<file path="config.mk">
export PLATFORM = sky130hd
export DESIGN_NAME = pace_divider
export DESIGN_NICKNAME = d
export VERILOG_FILES = /design/src/rtl/pace_pkg.sv /design/src/rtl/pace_divreg.sv /design/src/rtl/pace_frac_acc.sv /design/src/rtl/pace_counter.sv /design/src/rtl/pace_divider.sv
export SDC_FILE = /design/constraint.sdc
export NUM_CORES = 1
export LEC_CHECK = 0
export BUFFER_PORTS_ARGS = -buffer_cell sky130_fd_sc_hd__clkbuf_2
export CAP_MARGIN = 20
export CORE_MARGIN = 5
export CORE_UTILIZATION = 39
export DETAILED_ROUTE_END_ITERATION = 10
export HOLD_SLACK_MARGIN = 0.05
export PLACE_DENSITY_LB_ADDON = 0.3
export SLEW_MARGIN = 40
export SYNTH_ARGS = -nofsm -noshare
export SYNTH_HDL_FRONTEND = slang
export SYNTH_SLANG_ARGS = --single-unit
</file>
<file path="constraint.sdc">
create_clock -name clk -period 7.1 [get_ports clk]
set_input_delay 0.71 -clock clk [delete_from_list [all_inputs] [get_ports clk]]
set_output_delay 0.71 -clock clk [all_outputs]
set_load 0.02 [all_outputs]
</file>
<file path="src/rtl/pace_pkg.sv">
package pace_pkg;
   localparam int unsigned PACE_INT_W_DEF  = 16;
   localparam int unsigned PACE_FRAC_W_DEF = 8;

   // Cycles of one interval for a whole part and a carry flag.
   function automatic int unsigned pace_interval(input int unsigned whole, input bit carry);
      return whole + 1 + (carry ? 1 : 0);
   endfunction
endpackage

</file>
<file path="src/rtl/pace_divreg.sv">
module pace_divreg #(
   parameter int unsigned INT_W  = 16,
   parameter int unsigned FRAC_W = 8
) (
   input  logic              clk,
   input  logic              rst_n,
   input  logic              wr,
   input  logic [INT_W-1:0]  int_in,
   input  logic [FRAC_W-1:0] frac_in,
   output logic [INT_W-1:0]  int_q,
   output logic [FRAC_W-1:0] frac_q,
   output logic              active
);
   always_ff @(posedge clk) begin
      if (!rst_n) begin
         int_q  <= '0;
         frac_q <= '0;
      end else if (wr) begin
         int_q  <= int_in;
         frac_q <= frac_in;
      end
   end

   assign active = (|int_q) | (|frac_q);

   AST_WRITE_LOADS: assert property (@(posedge clk) disable iff (!rst_n)
      wr |=> (int_q == $past(int_in)) && (frac_q == $past(frac_in))) else $error("load");
   AST_HOLD_SETTING: assert property (@(posedge clk) disable iff (!rst_n)
      !wr |=> $stable(int_q) && $stable(frac_q)) else $error("hold");
endmodule

</file>
<file path="src/rtl/pace_frac_acc.sv">
module pace_frac_acc #(
   parameter int unsigned FRAC_W = 8
) (
   input  logic              clk,
   input  logic              rst_n,
   input  logic              clr,
   input  logic              adv,
   input  logic [FRAC_W-1:0] frac,
   output logic              carry
);
   logic [FRAC_W-1:0] acc_q;
   logic [FRAC_W:0]   sum;

   // Look-ahead: the interval now running uses the carry of the next addition.
   assign sum   = {1'b0, acc_q} + {1'b0, frac};
   assign carry = sum[FRAC_W];

   always_ff @(posedge clk) begin
      if (!rst_n || clr) acc_q <= '0;
      else if (adv)      acc_q <= sum[FRAC_W-1:0];
   end

   AST_ACC_STILL: assert property (@(posedge clk) disable iff (!rst_n)
      (!adv && !clr) |=> $stable(acc_q)) else $error("acc moved");
   AST_ACC_CLEAR: assert property (@(posedge clk) disable iff (!rst_n)
      clr |=> (acc_q == '0)) else $error("acc clr");
endmodule

</file>
<file path="src/rtl/pace_counter.sv">
module pace_counter #(
   parameter int unsigned CNT_W = 17
) (
   input  logic             clk,
   input  logic             rst_n,
   input  logic             clr,
   input  logic [CNT_W-1:0] limit,
   output logic             due
);
   logic [CNT_W-1:0] cnt_q;

   assign due = (cnt_q == limit);

   always_ff @(posedge clk) begin
      if (!rst_n || clr) cnt_q <= '0;
      else if (due)      cnt_q <= '0;
      else               cnt_q <= cnt_q + 1'b1;
   end

   AST_HOLD_CLEAR: assert property (@(posedge clk) disable iff (!rst_n)
      clr |=> (cnt_q == '0)) else $error("cnt not held");
   AST_CNT_BOUND: assert property (@(posedge clk) disable iff (!rst_n)
      cnt_q <= limit) else $error("cnt past limit");
endmodule

</file>
<file path="src/rtl/pace_divider.sv">
module pace_divider #(
   parameter int unsigned INT_W  = pace_pkg::PACE_INT_W_DEF,
   parameter int unsigned FRAC_W = pace_pkg::PACE_FRAC_W_DEF
) (
   input  logic              clk,
   input  logic              rst_n,
   input  logic              run_en,
   input  logic              div_wr,
   input  logic [INT_W-1:0]  div_int_in,
   input  logic [FRAC_W-1:0] div_frac_in,
   output logic              tick,
   output logic              pacing_active
);
   localparam int unsigned CNT_W = INT_W + 1;

   generate
      if (INT_W < 1 || INT_W > 31) begin : g_bad_int
         $error("INT_W out of range");
      end
      if (FRAC_W < 1 || FRAC_W > 16) begin : g_bad_frac
         $error("FRAC_W out of range");
      end
   endgenerate

   logic [INT_W-1:0]  int_q;
   logic [FRAC_W-1:0] frac_q;
   logic              active;
   logic              carry;
   logic              due;
   logic              clr;
   logic [CNT_W-1:0]  limit;

   pace_divreg #(.INT_W(INT_W), .FRAC_W(FRAC_W)) u_reg (
      .clk(clk), .rst_n(rst_n), .wr(div_wr), .int_in(div_int_in), .frac_in(div_frac_in),
      .int_q(int_q), .frac_q(frac_q), .active(active));

   // Restart on a write; hold cleared when not running or not pacing.
   assign clr   = div_wr | ~run_en | ~active;
   assign tick  = due & ~clr;
   assign limit = {1'b0, int_q} + {{INT_W{1'b0}}, carry};
   assign pacing_active = active;

   pace_frac_acc #(.FRAC_W(FRAC_W)) u_acc (
      .clk(clk), .rst_n(rst_n), .clr(clr), .adv(tick), .frac(frac_q), .carry(carry));

   pace_counter #(.CNT_W(CNT_W)) u_cnt (
      .clk(clk), .rst_n(rst_n), .clr(clr), .limit(limit), .due(due));

   AST_IDLE_NO_TICK: assert property (@(posedge clk) disable iff (!rst_n)
      !pacing_active |-> !tick) else $error("tick while idle");
   AST_WRITE_WINS: assert property (@(posedge clk) disable iff (!rst_n)
      div_wr |-> !tick) else $error("tick on write");
   AST_SINGLE_PULSE: assert property (@(posedge clk) disable iff (!rst_n)
      (tick && (int_q != '0)) |=> !tick) else $error("wide tick");
endmodule

</file>
==> metrics.txt, run 1 <==
WP data required 6390 ps; Clock Skews 6.74 ps; Finish-stage setup viols 0; Initial DRC Count 118; max cap viols 0; synthesized flop and latch total 49; synthesized netlist cell count 334; Top Family by Delay on Critical Path compound AO/OA/AOI/OAI gates; Worst-path clk slew 100 ps; Final Cell Area 0.00326 mm2; gr usage total 0.146; critical path capture point type primary output; CTS tree built; Combinational Power Share 0.107; DP Wirelength 4950 um; nets 394; final worst slack 1950 ps; critical-path maximum fanout 8; pin count of the biggest net entering global routing 28; Area Growth Syn to Fin 10.7%; Place WS 2400 ps; Worst Hold Class flop to flop; post-route clock period utilization 0.726; layout cells sized above 1 0.127; placed instance area 0.00312 mm2; Filler cells 748; clock network power share 0.398; Std-Cell Rows 31; crit path time final 5150 ps; post-cts hold buffer count 0; Post-synth EDFFs 0; Power Density 185 mW/mm2; initial antenna violation count 0; Setup CP Type flop to primary output; hold_ws 496 ps; global-route wire length before repair 11400 um; Core Area 0.00729 mm2; cell chain of the critical path ha_1, fa_1, a21o_1, a21oi_1, nor2b_1, o31a_1, o21ai_0, nand2b_1, ha_1, ha_1, and3_1, a311oi_1, a22oi_1, o21ai_0, nand4_2, nor2_1, and4b_1, clkbuf_2; Antenna diodes 0; Vias 2377; Final Hold Fails 0; RSZ-0062 raised after global routing false; Synth Warn # 0; vias in the first global route 2316; root buf cell clkbuf_8; P_leak 1.30 nW; Clock Sinks 49; Max-slew headroom 0.492; Initial Util 0.404; power consumption 0.000602 W; I/O Pins 30; internal power 0.000455 W; CTS max path bufs 2; Buf/Inv on CP 1; CP dominant cell by count ha_1; max incr delay on CP 410 ps; clock insertion delay at the later pin of the skew report 310 ps; setup_tns 0 ps; Num CTS Buffers 5; Max Slew Vio Count 0; H-tree depth 2; Chip Height 96.9 um; post-CTS setup buffer count 0; CP Launch Type flop; Main synth FF type dfxtp_1; drt total wl 6630 um; slowest cell on the critical path fa_1; DIE WIDTH 96.9 um; syn_nets 374; # resized after CTS 0; Synth Area per Inst 8.81 um2; PortBufs 29; Yosys cell types 53; via/cell ratio 5.24; switching share of power 0.244; mapped cell area 0.00294 mm2; WL per Instance 14.6 um; Switch Pwr 0.000147 W; Pre-antenna DRT Iters 4; Sequential Power Share 0.495; Max VDD drop 0.117 mV; arrival time at the worst endpoint 4440 ps; fmax 194 MHz; Worst-Margin Slew 762 ps; drt drc 0; Placer Congestion 0.814; die footprint 0.00939 mm2; outcome completed; Synth async-reset ratio 0; Seq/Total Area, Yosys 0.333; global route total overflow 0; remaining antenna violation count 0
-- metal layers --
| metal | share of wire | wire, um | vias up | global-route usage |
|---|---|---|---|---|
| li1 | - | - | 1221 | - |
| met1 | 0.50 | 3330 | 1106 | 0.195 |
| met2 | 0.44 | 2930 | 42 | 0.231 |
| met3 | 0.038 | 255 | 8 | 0.0273 |
| met4 | 0.017 | 112 | 0 | 0.0551 |
| met5 | 0 | 0 | - | 0 |
-- registers in the layout (all words and copies together), names as in the netlist --
| name | flops |
|---|---|
| u_cnt.cnt_q | 17 |
| u_reg.int_q | 16 |
| u_acc.acc_q | 8 |
| u_reg.frac_q | 8 |
-- area by class of cell --
cell class | count | area, um2 | area share
timing repair buffer | 29 | 145 | 0.0445
multi-input combinational | 261 | 1840 | 0.566
clock buffer | 5 | 68.8 | 0.0211
clock inverter | 3 | 65.1 | 0.0200
tap | 99 | 124 | 0.0380
inverter | 8 | 30.0 | 0.00922
sequential | 49 | 981 | 0.301
-- layout by cell type (no fill, tap or decap), drive strengths merged, types with 3 or more instances in the layout --
| cell type | count |
|---|---|
| dfxtp | 49 |
| clkbuf | 33 |
| nor2b | 31 |
| nor2 | 28 |
| mux2i | 24 |
| xor2 | 18 |
| xnor2 | 16 |
| nand3 | 16 |
| o21ai | 16 |
| nand2 | 13 |
| a21oi | 11 |
| ha | 11 |
| nand4 | 11 |
| inv | 8 |
| and3 | 8 |
| nor4 | 7 |
| nor3 | 6 |
| nand2b | 5 |
| a211oi | 4 |
| and2 | 3 |
| o211ai | 3 |
| and4 | 3 |
-- metrics by stage --
stage / cells / utilization
2_1_floorplan: 334 / -
3_3_place_gp: 446 / 0.428
3_5_place_dp: 446 / 0.428
4_1_cts: 454 / 0.447
5_1_grt: 454 / 0.447
6_report: 454 / 0.447
-- power groups by stage --
stage | Combinational, W | Sequential [W] | Clock [W]
4_1_cts | 0.0000646 | 0.000298 | 0.000246
3_3_place_gp | 0.0000631 | 0.000304 | 0
3_5_place_dp | 0.0000642 | 0.000305 | 0
6_report | 0.0000644 | 0.000298 | 0.000239
2_1_floorplan | 0.0000534 | 0.000296 | 0
5_1_grt | 0.0000727 | 0.000300 | 0.000259
-- final timing paths --
path	startpoint	to	slack [ps]	depth (start not counted)
setup / recovery	u_reg.frac_q[0]$_SDFFE_PN0P_	tick	1950	18
hold / removal	u_acc.acc_q[7]$_SDFFE_PP0P_	u_acc.acc_q[7]$_SDFFE_PP0P_	500	2
setup reg to reg	u_reg.frac_q[0]$_SDFFE_PN0P_	u_cnt.cnt_q[15]$_SDFF_PP0_	2860	17
hold reg to reg	u_acc.acc_q[7]$_SDFFE_PP0P_	u_acc.acc_q[7]$_SDFFE_PP0P_	500	2
-- worst reg2reg max path: stages (launching register included) --
cell and delay (ps):
dfxtp_1 340, ha_1 230, fa_1 410, a21o_1 180
a21oi_1 260, nor2b_1 110, o31a_1 260, o21ai_0 150
nand2b_1 80, ha_1 210, ha_1 250, and3_1 200
a311oi_1 260, a22oi_1 130, o21ai_0 140, nand4_2 280
o21ai_4 520, nor2_1 110
-- kinds of logic after synthesis --
| logic type | share of synthesized area |
|---|---|
| and+or+nand+nor | 0.268 |
| AOI/OAI and AO/OA | 0.118 |
| DFF | 0.333 |
| xor gates and xnor gates | 0.101 |
| muxes | 0.0854 |
| buffers and inverters | 0.0404 |
| adders and majority gates | 0.0535 |
-- synth_stat cells (9+ instances only) --
library cell,instances,area share
a21oi_1,11,0.019
dfxtp_1,49,0.33
ha_1,11,0.047
mux2i_1,24,0.082
nand2_1,13,0.017
nand3_1,16,0.027
nand4_1,9,0.019
nor2_1,28,0.036
nor2b_1,31,0.066
o21ai_0,15,0.025
xnor2_1,16,0.048
xor2_1,18,0.054
No activity file was read; power rests on OpenSTA's default activity.
==> inputs of run 2 (changes only) <==
- clock period: 7.1 -> 4.7 ns (I/O delays scaled with it)
==> metrics.txt, run 2 (synthesized netlist as in run 1, its figures left out) <==
global-route wire length before repair 10800 um; Most flops, register u_cnt.cnt_q; I/O Pins 30; post-cts hold buffer count 0; P_leak 1.28 nW; CTS max path bufs 2; crit path time final 4440 ps; Std-Cell Rows 31; Clock Skews 3.00 ps; drt total wl 6490 um; final worst slack 257 ps; outcome completed; Initial Util 0.404; critical path capture point type primary output; Power Density 240 mW/mm2; top flop regs u_cnt.cnt_q (17), u_reg.int_q (16); global route total overflow 0; RSZ-0062 raised after global routing false; DP Wirelength 4960 um; Worst Hold Class input port to flop; Setup CP Type flop to primary output; busiest grt layer met2; GR Util met1 0.183; pin count of the biggest net entering global routing 28; placed instance area 0.00313 mm2; Worst R2R Start u_reg.frac_q[0]$_SDFFE_PN0P_; Max Slew Vio Count 0; Worst-Margin Slew 748 ps; CP Launch Type flop; Worst-path clk slew 80 ps; max reg flops 17; Initial DRC Count 113; Final Hold Fails 0; Num CTS Buffers 5; Antenna diodes 0; min-delay src div_frac_in[4]; Vias 2422; setup_tns 0 ps; Pre-antenna DRT Iters 4; commonest non-fill, non-tap cell in the layout dfxtp_1; H-tree depth 2; most frequent cells in the layout dfxtp_1, nor2b_1, clkbuf_2; clock insertion delay at the later pin of the skew report 300 ps; met3 usage 0.0266; vias in the first global route 2315; WL per Instance 14.3 um; gr usage total 0.136; remaining antenna violation count 0; GR met2 Demand/Resource 0.219; max cap viols 0; post-route clock period utilization 0.945; Max-slew headroom 0.501; fmax 225 MHz; hold path depth 3; Hold Crit Endpoint u_reg.frac_q[4]$_SDFFE_PN0P_; Placer Congestion 0.839; R2R Setup Slk 720 ps; via/cell ratio 5.33; PortBufs 29; end of the worst register-to-register path u_cnt.cnt_q[13]$_SDFF_PP0_; Final Cell Area 0.00324 mm2; CTS tree built; drt drc 0; DIE WIDTH 96.9 um; Clock Sinks 49; Area Growth Syn to Fin 10.1%; critical-path maximum fanout 6; arrival time at the worst endpoint 3970 ps; Core Area 0.00729 mm2; Place WS 364 ps; root buf cell clkbuf_8; nets 396; R2R depth 18; Finish-stage setup viols 0; WP data required 4230 ps; initial antenna violation count 0; layout cells sized above 1 0.144; Final Util 0.444; die footprint 0.00939 mm2; Max VDD drop 0.134 mV; Chip Height 96.9 um
run 2: worst max path at each step:
stage / start / endpoint / slack (ps) / cells past startpoint
floorplan: u_reg.frac_q[0]$_SDFFE_PN0P_ / tick / 630 / 17
global placement: u_reg.frac_q[0]$_SDFFE_PN0P_ / tick / 500 / 18
detailed placement: u_reg.frac_q[0]$_SDFFE_PN0P_ / tick / 360 / 18
CTS: u_reg.frac_q[0]$_SDFFE_PN0P_ / tick / 20 / 18
global route: u_reg.frac_q[0]$_SDFFE_PN0P_ / tick / 1 / 17
finish: u_reg.frac_q[0]$_SDFFE_PN0P_ / tick / 260 / 18
run 2: power by group:
group          internal, W  total [W]  switching [W]
Sequential        0.000428   0.000451      0.0000232
Combinational    0.0000496  0.0000994      0.0000498
Clock            0.0000982   0.000229       0.000131
Total             0.000575   0.000779       0.000204
run 2: repair_timing:
item                                    in CTS  in global routing
buffers inserted                             0                  1
gates resized for setup                      0                  8
endpoints found under the setup margin       0                  1
run 2: worst max-delay path: stages, from the launching register on:
cell	delay [ps]
dfxtp_1	340
ha_1	220
fa_1	400
a21o_1	180
a21oi_2	160
nor2b_1	70
o31a_1	250
o21ai_0	140
nand2b_1	80
ha_1	220
ha_2	220
and3_1	200
a311oi_2	240
a22oi_1	110
o21ai_1	130
nand4_2	160
nor2_4	170
and4b_1	200
clkbuf_2	160
run 2: area by class of cell:
| type | count | area [um2] |
|---|---|---|
| clock buffers | 5 | 68.8 |
| clock inverters | 1 | 5.00 |
| fillers | 773 | 4050 |
| inverters | 8 | 30.0 |
| multi-input cells | 261 | 1870 |
| flip-flops and latches | 49 | 981 |
| well taps | 99 | 124 |
| repair buffers | 31 | 160 |
run 2: per-stage QoR:
step | cells | power, W | hold WS (ps)
floorplan | 334 | 0.000528 | 440
global placement | 447 | 0.000556 | 471
detailed placement | 447 | 0.000558 | 478
CTS | 453 | 0.000785 | 424
global route | 454 | 0.000817 | 434
finish | 454 | 0.000779 | 424
run 2: per-layer routing:
| metal | up-vias | wire [um] |
|---|---|---|
| met1 | 1152 | 3280 |
| li1 | 1225 | - |
| met3 | 7 | 223 |
| met5 | - | 0 |
| met2 | 38 | 2910 |
| met4 | 0 | 79 |
